[config.mk]
export PLATFORM = sky130hd
export DESIGN_NAME = dbap_unit
export DESIGN_NICKNAME = d
export VERILOG_FILES = /design/src/rtl/dbap_pkg.sv /design/src/rtl/dbap_lane_port.sv /design/src/rtl/dbap_step.sv /design/src/rtl/dbap_chan.sv /design/src/rtl/dbap_unit.sv
export SDC_FILE = /design/constraint.sdc
export NUM_CORES = 1
export LEC_CHECK = 0
export ABC_AREA = 0
export BUFFER_PORTS_ARGS = -buffer_cell sky130_fd_sc_hd__buf_2
export CELL_PAD_IN_SITES_DETAIL_PLACEMENT = 1
export CELL_PAD_IN_SITES_GLOBAL_PLACEMENT = 1
export CORE_UTILIZATION = 50
export CTS_CLUSTER_DIAMETER = 120
export DETAILED_ROUTE_END_ITERATION = 12
export MAX_ROUTING_LAYER = met4
export PLACE_DENSITY_LB_ADDON = 0.08
export SYNTH_ARGS = -nofsm -noshare
export SYNTH_HDL_FRONTEND = slang
export SYNTH_SLANG_ARGS = --single-unit
[constraint.sdc]
create_clock -name clk -period 5.59 [get_ports clk]
set_input_delay 0.2795 -clock clk [delete_from_list [all_inputs] [get_ports clk]]
set_output_delay 0.2795 -clock clk [all_outputs]
set_load 0.1 [all_outputs]
[src/rtl/dbap_pkg.sv]
package dbap_pkg;

    localparam int ADDR_W = 24;
    localparam int BANK_W = 16;
    localparam int BYTE_W = 8;

    typedef logic [ADDR_W-1:0] ptr_t;
    typedef logic [BYTE_W-1:0] byte_t;

    typedef enum logic [1:0] {
        LANE_LO  = 2'd0,
        LANE_MID = 2'd1,
        LANE_HI  = 2'd2,
        LANE_RSV = 2'd3
    } lane_e;

    typedef struct packed {
        logic vld;
        logic word;
        logic adv;
    } done_t;

    // Step size in the bank for one completed transfer.
    function automatic logic [BANK_W-1:0] step_of(logic word);
        return word ? BANK_W'(2) : BANK_W'(1);
    endfunction

endpackage

[src/rtl/dbap_lane_port.sv]
module dbap_lane_port
    import dbap_pkg::*;
(
    input  ptr_t  cur,
    input  lane_e lane,
    input  byte_t wdata,
    output ptr_t  merged,
    output byte_t rbyte,
    output logic  lane_ok
);
    always_comb begin
        merged  = cur;
        rbyte   = '0;
        lane_ok = 1'b1;
        unique case (lane)
            LANE_LO: begin
                merged[7:0] = wdata;
                rbyte       = cur[7:0];
            end
            LANE_MID: begin
                merged[15:8] = wdata;
                rbyte        = cur[15:8];
            end
            LANE_HI: begin
                merged[23:16] = wdata;
                rbyte         = cur[23:16];
            end
            default: lane_ok = 1'b0;
        endcase
    end
endmodule

[src/rtl/dbap_step.sv]
module dbap_step
    import dbap_pkg::*;
(
    input  ptr_t  cur,
    input  done_t ev,
    output ptr_t  nxt
);
    logic [BANK_W-1:0] low_sum;

    // Carry out of the bank is discarded on purpose.
    assign low_sum = cur[BANK_W-1:0] + step_of(ev.word);

    always_comb begin
        nxt = cur;
        if (ev.vld && ev.adv)
            nxt = {cur[ADDR_W-1:BANK_W], low_sum};
    end
endmodule

[src/rtl/dbap_chan.sv]
module dbap_chan
    import dbap_pkg::*;
(
    input  logic  clk,
    input  logic  rst,
    input  logic  wr_hit,
    input  lane_e lane,
    input  byte_t wdata,
    input  done_t ev,
    output ptr_t  ptr,
    output byte_t rbyte
);
    ptr_t ptr_q;
    ptr_t merged;
    ptr_t stepped;
    logic lane_ok;
    logic wr_take;

    dbap_lane_port u_lane (
        .cur     (ptr_q),
        .lane    (lane),
        .wdata   (wdata),
        .merged  (merged),
        .rbyte   (rbyte),
        .lane_ok (lane_ok)
    );

    dbap_step u_step (
        .cur (ptr_q),
        .ev  (ev),
        .nxt (stepped)
    );

    assign wr_take = wr_hit && lane_ok;

    always_ff @(posedge clk) begin
        if (rst)
            ptr_q <= 'x;
        else if (wr_take)
            ptr_q <= merged;
        else
            ptr_q <= stepped;
    end

    assign ptr = ptr_q;

    p_idle_hold_r1: assert property (@(posedge clk) disable iff (rst)
        (!wr_hit && !ev.vld) |=> $stable(ptr_q));

    p_hi_lane_r2: assert property (@(posedge clk) disable iff (rst)
        (wr_hit && lane == LANE_HI) |=> (ptr_q[23:16] == $past(wdata)
                                         && ptr_q[15:0] == $past(ptr_q[15:0])));

    p_rsv_ignored_r3: assert property (@(posedge clk) disable iff (rst)
        (wr_hit && lane == LANE_RSV && !ev.vld) |=> $stable(ptr_q));

    p_byte_step_r4: assert property (@(posedge clk) disable iff (rst)
        (!wr_take && ev.vld && ev.adv && !ev.word)
        |=> ptr_q[15:0] == $past(ptr_q[15:0]) + 16'd1);

    p_word_step_r5: assert property (@(posedge clk) disable iff (rst)
        (!wr_take && ev.vld && ev.adv && ev.word)
        |=> ptr_q[15:0] == $past(ptr_q[15:0]) + 16'd2);

    p_fix_hold_r6: assert property (@(posedge clk) disable iff (rst)
        (!wr_hit && ev.vld && !ev.adv) |=> $stable(ptr_q));

    p_bank_fixed_r7: assert property (@(posedge clk) disable iff (rst)
        (!wr_hit && ev.vld) |=> $stable(ptr_q[23:16]));

    p_sw_wins_r8: assert property (@(posedge clk) disable iff (rst)
        (wr_hit && lane == LANE_LO && ev.vld)
        |=> (ptr_q[7:0] == $past(wdata) && ptr_q[23:8] == $past(ptr_q[23:8])));
endmodule

[src/rtl/dbap_unit.sv]
module dbap_unit
    import dbap_pkg::*;
#(
    parameter int NCH  = 4,
    parameter int CH_W = (NCH > 1) ? $clog2(NCH) : 1
) (
    input  logic            clk,
    input  logic            rst,
    input  logic [CH_W-1:0] reg_chan,
    input  logic [1:0]      reg_lane,
    input  logic [7:0]      reg_wdata,
    input  logic            reg_we,
    output logic [7:0]      reg_rdata,
    input  logic            done_vld,
    input  logic [CH_W-1:0] done_chan,
    input  logic            done_word,
    input  logic            done_adv,
    input  logic [CH_W-1:0] addr_sel,
    output logic [23:0]     cur_addr
);
    ptr_t  ptrs  [NCH];
    byte_t bytes [NCH];
    lane_e lane;

    assign lane = lane_e'(reg_lane);

    for (genvar c = 0; c < NCH; c++) begin : g_ch
        logic  wr_hit;
        done_t ev;

        assign wr_hit  = reg_we && (reg_chan == CH_W'(c));
        assign ev.vld  = done_vld && (done_chan == CH_W'(c));
        assign ev.word = done_word;
        assign ev.adv  = done_adv;

        dbap_chan u_ch (
            .clk   (clk),
            .rst   (rst),
            .wr_hit(wr_hit),
            .lane  (lane),
            .wdata (reg_wdata),
            .ev    (ev),
            .ptr   (ptrs[c]),
            .rbyte (bytes[c])
        );
    end

    always_comb begin
        reg_rdata = '0;
        cur_addr  = '0;
        for (int c = 0; c < NCH; c++) begin
            if (reg_chan == CH_W'(c)) reg_rdata = bytes[c];
            if (addr_sel == CH_W'(c)) cur_addr  = ptrs[c];
        end
    end

    always_comb begin
        if (!rst && reg_lane == 2'd3)
            a_rsv_reads_zero_r3: assert (reg_rdata == 8'h00);
    end
endmodule

==> flow_metrics.tcl, run 1 <==
set metrics [dict create \
    largest_reg_flops 96 \
    syn2layout_area_growth_pct 9.448 \
    io_buffers 53 \
    rsz0062_at_grt "no" \
    whs_ps 392.6 \
    hold_path.class "primary input to flop" \
    chipHeight_um 116.3 \
    grt_usage_pct 37.15 \
    max_stage_delay_ps 880 \
    grt_pass1_wl_um 34580 \
    first_global_vias 5753 \
    syn_avg_cell_area_um2 10.25 \
    die_width_um 116.3 \
    pre_cts_ws_ps 2298 \
    yosysSeqAreaShare_pct 44.15 \
    clockBufferDepth 2 \
    syn_inst 637 \
    antenna_found_initial 0 \
    setup-violations-final 0 \
    drtPass1Iterations 5 \
    critPathLaunchType "primary input" \
    io_pins 54 \
    power_density_mw_per_mm2 354.1 \
    crit_fanout 40 \
    post-cts-setup-buffers 0 \
    num-nets-final 702 \
    fin_total_pwr_mw 2.530 \
    synth_cell_types 53 \
    ant_nets 0 \
    cts_htree_levels 3 \
    grt_max_degree 47 \
    path_cells "buf_2, a21boi_1, nand2_1, o21bai_1" \
    status "completed" \
    hold_viol_final 0 \
    syn-cell-area_mm2 0.006529 \
    tns_ps 0 \
    diodes 0 \
    max_cap_viol_count 0 \
    numCtsBuffers 9 \
    max-slew-margin-rel_pct 35.81 \
    fin_skew_ps 4.282 \
    crit_required_ps 5580 \
    cts_sinks 96 \
    worstMarginPinSlew_ps 960.8 \
    routed_wl_um 23240 \
    p_leak_nw 2.671 \
    period_share_pct 53.80 \
    design.die.area_mm2 0.01352 \
    min_period_ps 3008 \
    cts_resized 0 \
    drc 0 \
    clkLatencyLatePin_ps 350 \
    synth_seq_cells 96 \
    yosys_warnings 0 \
    async_reset_ff_share_pct 0 \
    crit_path_end_kind "flop" \
    clockRootBuffer "clkbuf_16" \
    synth_flop_cell "edfxtp_1" \
    setup_slack_ps 2582 \
    syn_nets 671 \
    vias_per_cell 6.719 \
    criticalPathCategory "primary input to flop" \
    vdd_drop_max_mv 0.1747 \
    coreArea_mm2 0.01267 \
    dr.first_iter.drc_count 662 \
    grt-ovfl-total 0 \
    arrival_ps 2990 \
    path_clk_slew_ps 70 \
    synth_edf_count 96 \
    num-fill-cells 1423 \
    place.gp.congestion 0.9370 \
    crit_slowest_cell "o21bai_1" \
    cts_tree "built" \
    slew_viol_final 0 \
    dp.final_hpwl_um 17400 \
    wl_per_cell_um 27.54 \
    final_layout_size_suffix_gt1_share_pct 15.03 \
    hold_buffers 0 \
    initial_utilization_pct 51.53 \
    vias 5671 \
    rows 41 \
    fmax_mhz 332.5 \
]
==> layer usage <==
metal / global-route usage (%) / wire length (µm) / vias up
li1: - / - / 2471
met1: 45.10 / 9120 / 2840
met2: 58.82 / 11020 / 285
met3: 6.798 / 1906 / 75
met4: 20.09 / 1193 / 0
met5: - / 0 / -
==> cells in the mapped netlist, types with 6 or more instances <==
master	number	area, µm²
nor4_1	9	56.30
o21ai_0	35	175.2
and3_1	20	125.1
inv_1	42	157.7
clkbuf_1	26	97.59
mux4_2	23	518.0
nor2_1	57	214.0
nand3_1	11	55.05
o221ai_1	14	122.6
or3_1	6	37.54
nor2b_1	11	68.82
nor3_1	19	95.09
edfxtp_1	96	2883
mux2i_1	24	240.2
buf_2	6	30.03
a31oi_1	11	68.82
ha_1	8	100.1
nand4_1	13	81.33
xor2_1	9	78.83
xnor2_1	31	271.5
o21bai_1	7	52.55
nand2_1	42	157.7
a21oi_1	57	285.3
==> worst paths after layout <==
| kind | start | to | slack, ps | cells after the start |
|---|---|---|---|---|
| worst max-delay path | reg_lane[0] | g_ch[0].u_ch.ptr[21] | 2580 | 4 |
| worst min-delay path | reg_wdata[2] | g_ch[2].u_ch.ptr[18] | 390 | 3 |
| worst max register to register | g_ch[3].u_ch.ptr[0] | g_ch[3].u_ch.ptr[12] | 3160 | 7 |
| worst min register to register | g_ch[1].u_ch.ptr[0] | g_ch[1].u_ch.ptr[0] | 750 | 3 |
==> cell usage in the layout (no fill, tap or decap), types with 13 or more instances in the layout <==
| master | Yosys | routed |
|---|---|---|
| o221ai_1 | 14 | 14 |
| a21oi_1 | 57 | 57 |
| o21ai_0 | 35 | 35 |
| nand2_1 | 42 | 42 |
| and3_1 | 20 | 20 |
| mux4_2 | 23 | 23 |
| edfxtp_1 | 96 | 96 |
| nor2_1 | 57 | 57 |
| inv_1 | 42 | 42 |
| nor3_1 | 19 | 19 |
| xnor2_1 | 31 | 31 |
| buf_2 | 6 | 53 |
| mux2i_1 | 24 | 24 |
| nand4_1 | 13 | 13 |
==> through the flow <==
stage	cells	area (µm²)	utilization [%]
floorplan	637	6529	-
global placement	829	6889	54.37
detailed placement	829	6889	54.37
CTS	844	7146	56.39
global route	844	7146	56.39
finish	844	7146	56.39
==> logic make-up after synthesis <==
group           Yosys count  synth area share, %
simple gates            211                16.52
buf+inv                  78                4.599
xor+xnor                 40                5.366
mux                      52                12.71
compound gates          148                13.89
fa+ha+maj                12                2.760
flops                    96                44.15
==> area by class of cell <==
class | count | area (µm²) | share of cell area (%)
multi-input combinational | 463 | 3346 | 46.82
sequential | 96 | 2883 | 40.34
tap | 172 | 215.2 | 3.012
inverter | 42 | 157.7 | 2.206
timing repair buffer | 56 | 287.8 | 4.027
clock buffer | 12 | 236.5 | 3.309
clock inverter | 3 | 20.02 | 0.2802
==> critical path, delay by kind of cell <==
kind                   cells  cell delay, ps
AND/OR/NAND/NOR            1             720
buffers and inverters      1             320
AO/OA/AOI/OAI              2            1660
==> where the power goes <==
group / internal [mW] / switching [mW] / total, mW
Combinational: 0.240 / 0.596 / 0.836
Sequential: 0.930 / 0.187 / 1.12
Clock: 0.300 / 0.278 / 0.577
Total: 1.47 / 1.06 / 2.53
Power figures use the tool's default switching activity.
==> inputs of run 2 (changes only) <==
Settings changed: CORE_UTILIZATION 50 to 43.
Clock period 5.59 ns to 2.6 ns, I/O delays scaled along.
==> flow_metrics.tcl, run 2 (same netlist as run 1, synthesis figures left out) <==
set metrics [dict create \
    largest_reg_flops 96 \
    grt_usage_pct 33.59 \
    whs_ps 223.3 \
    wl_per_cell_um 27.49 \
    vias 5806 \
    worstMarginPinSlew_ps 1126 \
    die_width_um 125.2 \
    coreArea_mm2 0.01470 \
    design.die.area_mm2 0.01568 \
    vias_per_cell 6.465 \
    slew_viol_final 0 \
    pre_cts_ws_ps 62.99 \
    crit_path_end_kind "flop" \
    crit_required_ps 2700 \
    syn2layout_area_growth_pct 16.81 \
    violations "DRC" \
    layout_common_cells "96 x edfxtp_1, 57 x nor2_1, 57 x a21oi_1" \
    post-cts-setup-buffers 0 \
    min-delay-start "reg_wdata[0]" \
    min_period_ps 2303 \
    path_clk_slew_ps 70 \
    p_leak_nw 2.919 \
    power_density_mw_per_mm2 750.9 \
    rows 44 \
    ff_latch_area_mm2 0.002883 \
    cts_sinks 96 \
    dr.first_iter.drc_count 591 \
    fin_skew_ps 6.891 \
    layout_commonest_cell "edfxtp_1" \
    max-slew-margin-rel_pct 24.92 \
    hold_buffers 0 \
    initial_utilization_pct 44.42 \
    antenna_found_initial 0 \
    num-nets-final 743 \
    clockRootBuffer "clkbuf_16" \
    tns_ps 0 \
    critPathLaunchType "flop" \
    drc 8 \
    num-fill-cells 1633 \
    setup-violations-final 0 \
    placed_area_mm2 0.007336 \
    critPathLaunch "g_ch[3].u_ch.ptr[0]" \
    hold_viol_final 0 \
    grt-ovfl-total 0 \
    timing.rr.start "g_ch[3].u_ch.ptr[0]" \
    max_cap_viol_count 0 \
    clockBufferDepth 2 \
    rsz0062_at_grt "no" \
    chipHeight_um 125.2 \
    io_pins 54 \
    multi_input_area_mm2 0.003352 \
    cts_resized 0 \
    vdd_drop_max_mv 0.3324 \
    io_buffers 53 \
    crit_fanout 6 \
    dp.final_hpwl_um 18660 \
    criticalPathCategory "flop to flop" \
    clkLatencyLatePin_ps 360 \
    design_area_mm2 0.007626 \
    numCtsBuffers 9 \
    status "finished with violations" \
    setup_slack_ps 297.2 \
    cts_htree_levels 3 \
    drtPass1Iterations 9 \
    first_global_vias 6081 \
    grt_max_degree 25 \
    routed_wl_um 24680 \
    final_layout_size_suffix_gt1_share_pct 20.17 \
    fmax_mhz 434.3 \
    grt_pass1_wl_um 37180 \
    ant_nets 0 \
    diodes 0 \
    place.gp.congestion 0.9555 \
    arrival_ps 2410 \
    cts_tree "built" \
    period_share_pct 88.57 \
    hold_path.class "primary input to flop" \
]
run 2: final timing paths:
check,endpoint,slack (ps),cells past startpoint
max,g_ch[3].u_ch.ptr[14],300,7
min,g_ch[1].u_ch.ptr[16],220,3
max reg2reg,g_ch[3].u_ch.ptr[14],300,7
min reg2reg,g_ch[1].u_ch.ptr[0],730,3
run 2: power breakdown:
part	internal, mW	switching (mW)	leakage (nW)
sequential	2.00	0.330	0.935
combinational	0.646	1.39	1.85
clock	0.747	0.624	0.133
run 2: cell type report:
| class | instances | share of cell area [%] |
|---|---|---|
| Multi-Input combinational cell | 463 | 43.95 |
| Sequential cell | 96 | 37.80 |
| Timing Repair Buffer | 97 | 9.352 |
| Clock buffer | 11 | 3.052 |
| Tap cell | 184 | 3.019 |
| Inverter | 42 | 2.067 |
| Clock inverter | 5 | 0.7547 |
run 2: through the flow:
stage	utilization, %	power, mW	cells
6_report	51.88	5.726	898
3_5_place_dp	49.91	4.355	882
5_1_grt	51.88	5.925	898
4_1_cts	51.88	5.712	898
3_3_place_gp	49.91	4.302	882
2_1_floorplan	-	3.648	637
run 2: critical path: stages (launching register included):
cell and delay (ps):
edfxtp_1 440, ha_1 200, inv_1 60, fa_1 430
nand4b_1 350, nor4_1 310, xnor2_1 170, a21oi_1 90
run 2: per-layer routing:
layer  global-route usage, %  part of all wire (%)  vias to the layer above
met2                   51.99                    47                      236
met3                   5.392                   6.8                       54
met5                       -                     0                        -
met4                   15.57                   4.0                        0
li1                        -                     -                     2544
met1                   43.34                    42                     2972
==> inputs of run 3 (changes only) <==
Settings changed: BUFFER_PORTS_ARGS -buffer_cell sky130_fd_sc_hd__buf_2 to unset, CORE_UTILIZATION 43 to 46, DONT_BUFFER_PORTS set to 1.
==> flow_metrics.tcl, run 3 (same netlist as run 1, synthesis figures left out) <==
set metrics [dict create \
    timing.rr.start "g_ch[3].u_ch.ptr[0]" \
    r2r_end "g_ch[3].u_ch.ptr[14]" \
    numCtsBuffers 9 \
    io_pins 54 \
    cts_htree_levels 3 \
    antenna_found_initial 0 \
    path_buf_inv 1 \
    routed_wl_um 24400 \
    final_layout_size_suffix_gt1_share_pct 13.73 \
    vias 5668 \
    criticalPathCategory "flop to flop" \
    grt-ovfl-total 0 \
    dr.first_iter.drc_count 673 \
    critPathLaunch "g_ch[3].u_ch.ptr[0]" \
    num-nets-final 694 \
    initial_utilization_pct 47.03 \
    die_width_um 121.1 \
    grt_pass1_wl_um 36690 \
    cp.depth 7 \
    reg2reg_slack_ps 240 \
    ant_nets 0 \
    rows 43 \
    cts_sinks 96 \
    critPathLaunchType "flop" \
    path_clk_slew_ps 70 \
    crit_slowest_cell "fa_1" \
    drtPass1Iterations 5 \
    clockBufferDepth 2 \
    slew_viol_final 0 \
    drc 0 \
    min-delay-start "reg_wdata[0]" \
    clkLatencyLatePin_ps 350 \
    setup-violations-final 0 \
    path_cells "ha_1, inv_1, fa_1, nand4b_1, nor4_1, xnor2_1, a21oi_1" \
    p_leak_nw 2.679 \
    fmax_mhz 423.1 \
    largest_reg_flops 96 \
    max-slew-margin-rel_pct 34.63 \
    dp.final_hpwl_um 17950 \
    dp_cells 822 \
    power_density_mw_per_mm2 739.1 \
    critical_path.top_delay_family "simple AND/OR/NAND/NOR gates" \
    wl_per_cell_um 28.94 \
    fin_total_pwr_mw 5.368 \
    cts_tree "built" \
    r2r_cells 7 \
    max_stage_delay_ps 440 \
    place.gp.congestion 0.9146 \
    clockRootBuffer "clkbuf_16" \
    hold_viol_final 0 \
    grt_max_degree 48 \
    syn2layout_area_growth_pct 11.25 \
    layout_commonest_cell "edfxtp_1" \
    max_cap_viol_count 0 \
    arrival_ps 2460 \
    status "completed" \
    placed_area_mm2 0.006940 \
    crit_fanout 6 \
    hold_end "g_ch[2].u_ch.ptr[0]" \
    rsz0062_at_grt "no" \
    vias_per_cell 6.724 \
    post-cts-setup-buffers 0 \
    chipHeight_um 121.1 \
    crit_path_end_kind "flop" \
    worstMarginPinSlew_ps 980.6 \
    period_share_pct 90.91 \
    pre_cts_ws_ps 114.7 \
    coreArea_mm2 0.01388 \
    final_cells 843 \
    layout_common_cells "96 x edfxtp_1, 57 x nor2_1, 57 x a21oi_1" \
    first_global_vias 5777 \
    fin_skew_ps 7.235 \
    tns_ps 0 \
    min_period_ps 2364 \
    diodes 0 \
    design_area_mm2 0.007263 \
    grt_usage_pct 35.90 \
    crit_required_ps 2690 \
    vdd_drop_max_mv 0.3390 \
    design.die.area_mm2 0.01467 \
    io_buffers 0 \
    hold_path.class "primary input to flop" \
    min_path_cells 2 \
    setup_slack_ps 236.2 \
]
==> run 3: changes by cell type in the layout (fill, tap and decap cells not counted) <==
cell           previous run  this run
buf_2                    46         0
buf_12                    8         0
dlygate4sd3_1             0         7
o21ai_1                   4         0
o21ai_2                   0         4
buf_4                    43        41
bufinv_16                 1         0
clkbuf_1                  2         1
clkinv_2                  0         1
clkinv_4                  1         0
==> run 3: per-layer routing <==
| metal | routed length (µm) | track usage (%) |
|---|---|---|
| met3 | 2130 | 7.096 |
| met5 | 0 | - |
| met4 | 1130 | 16.90 |
| met2 | 11130 | 53.71 |
| met1 | 10010 | 46.93 |
==> run 3: stage by stage <==
stage	hold WS (ps)	utilization, %
after floorplan	325.0	-
after global placement	349.9	50.00
after detailed placement	348.9	50.00
after CTS	0.1200	52.33
after global routing	0.7569	52.33
final	6.212	52.33
==> run 3: cell type report <==
| cell class | instances | area (µm²) |
|---|---|---|
| Clock buffer | 10 | 229.0 |
| Clock inverter | 4 | 23.77 |
| Fill cell | 1536 | 6618 |
| Inverter | 42 | 157.7 |
| Multi-Input combinational cell | 463 | 3367 |
| Sequential cell | 96 | 2883 |
| Tap cell | 180 | 225.2 |
| Timing Repair Buffer | 48 | 377.9 |
==> run 3: worst max path at each step <==
stage / slack [ps] / end
after global routing: 100 / g_ch[3].u_ch.ptr[12]
after floorplan: 60 / reg_rdata[2]
after global placement: 280 / g_ch[3].u_ch.ptr[12]
after detailed placement: 110 / g_ch[3].u_ch.ptr[14]
final: 240 / g_ch[3].u_ch.ptr[14]
after CTS: 270 / g_ch[3].u_ch.ptr[14]
==> run 3: report_power, final <==
part / switching (mW) / leakage [nW] / internal [mW] / total (mW)
sequential: 0.361 / 0.935 / 2.00 / 2.36
combinational: 1.24 / 1.63 / 0.542 / 1.78
clock: 0.594 / 0.118 / 0.635 / 1.23
==> run 3: repair_timing <==
action / CTS / global route
endpoints found under the hold margin: 9 / 0
gates resized for setup: 0 / 0
hold buffers: 7 / 0
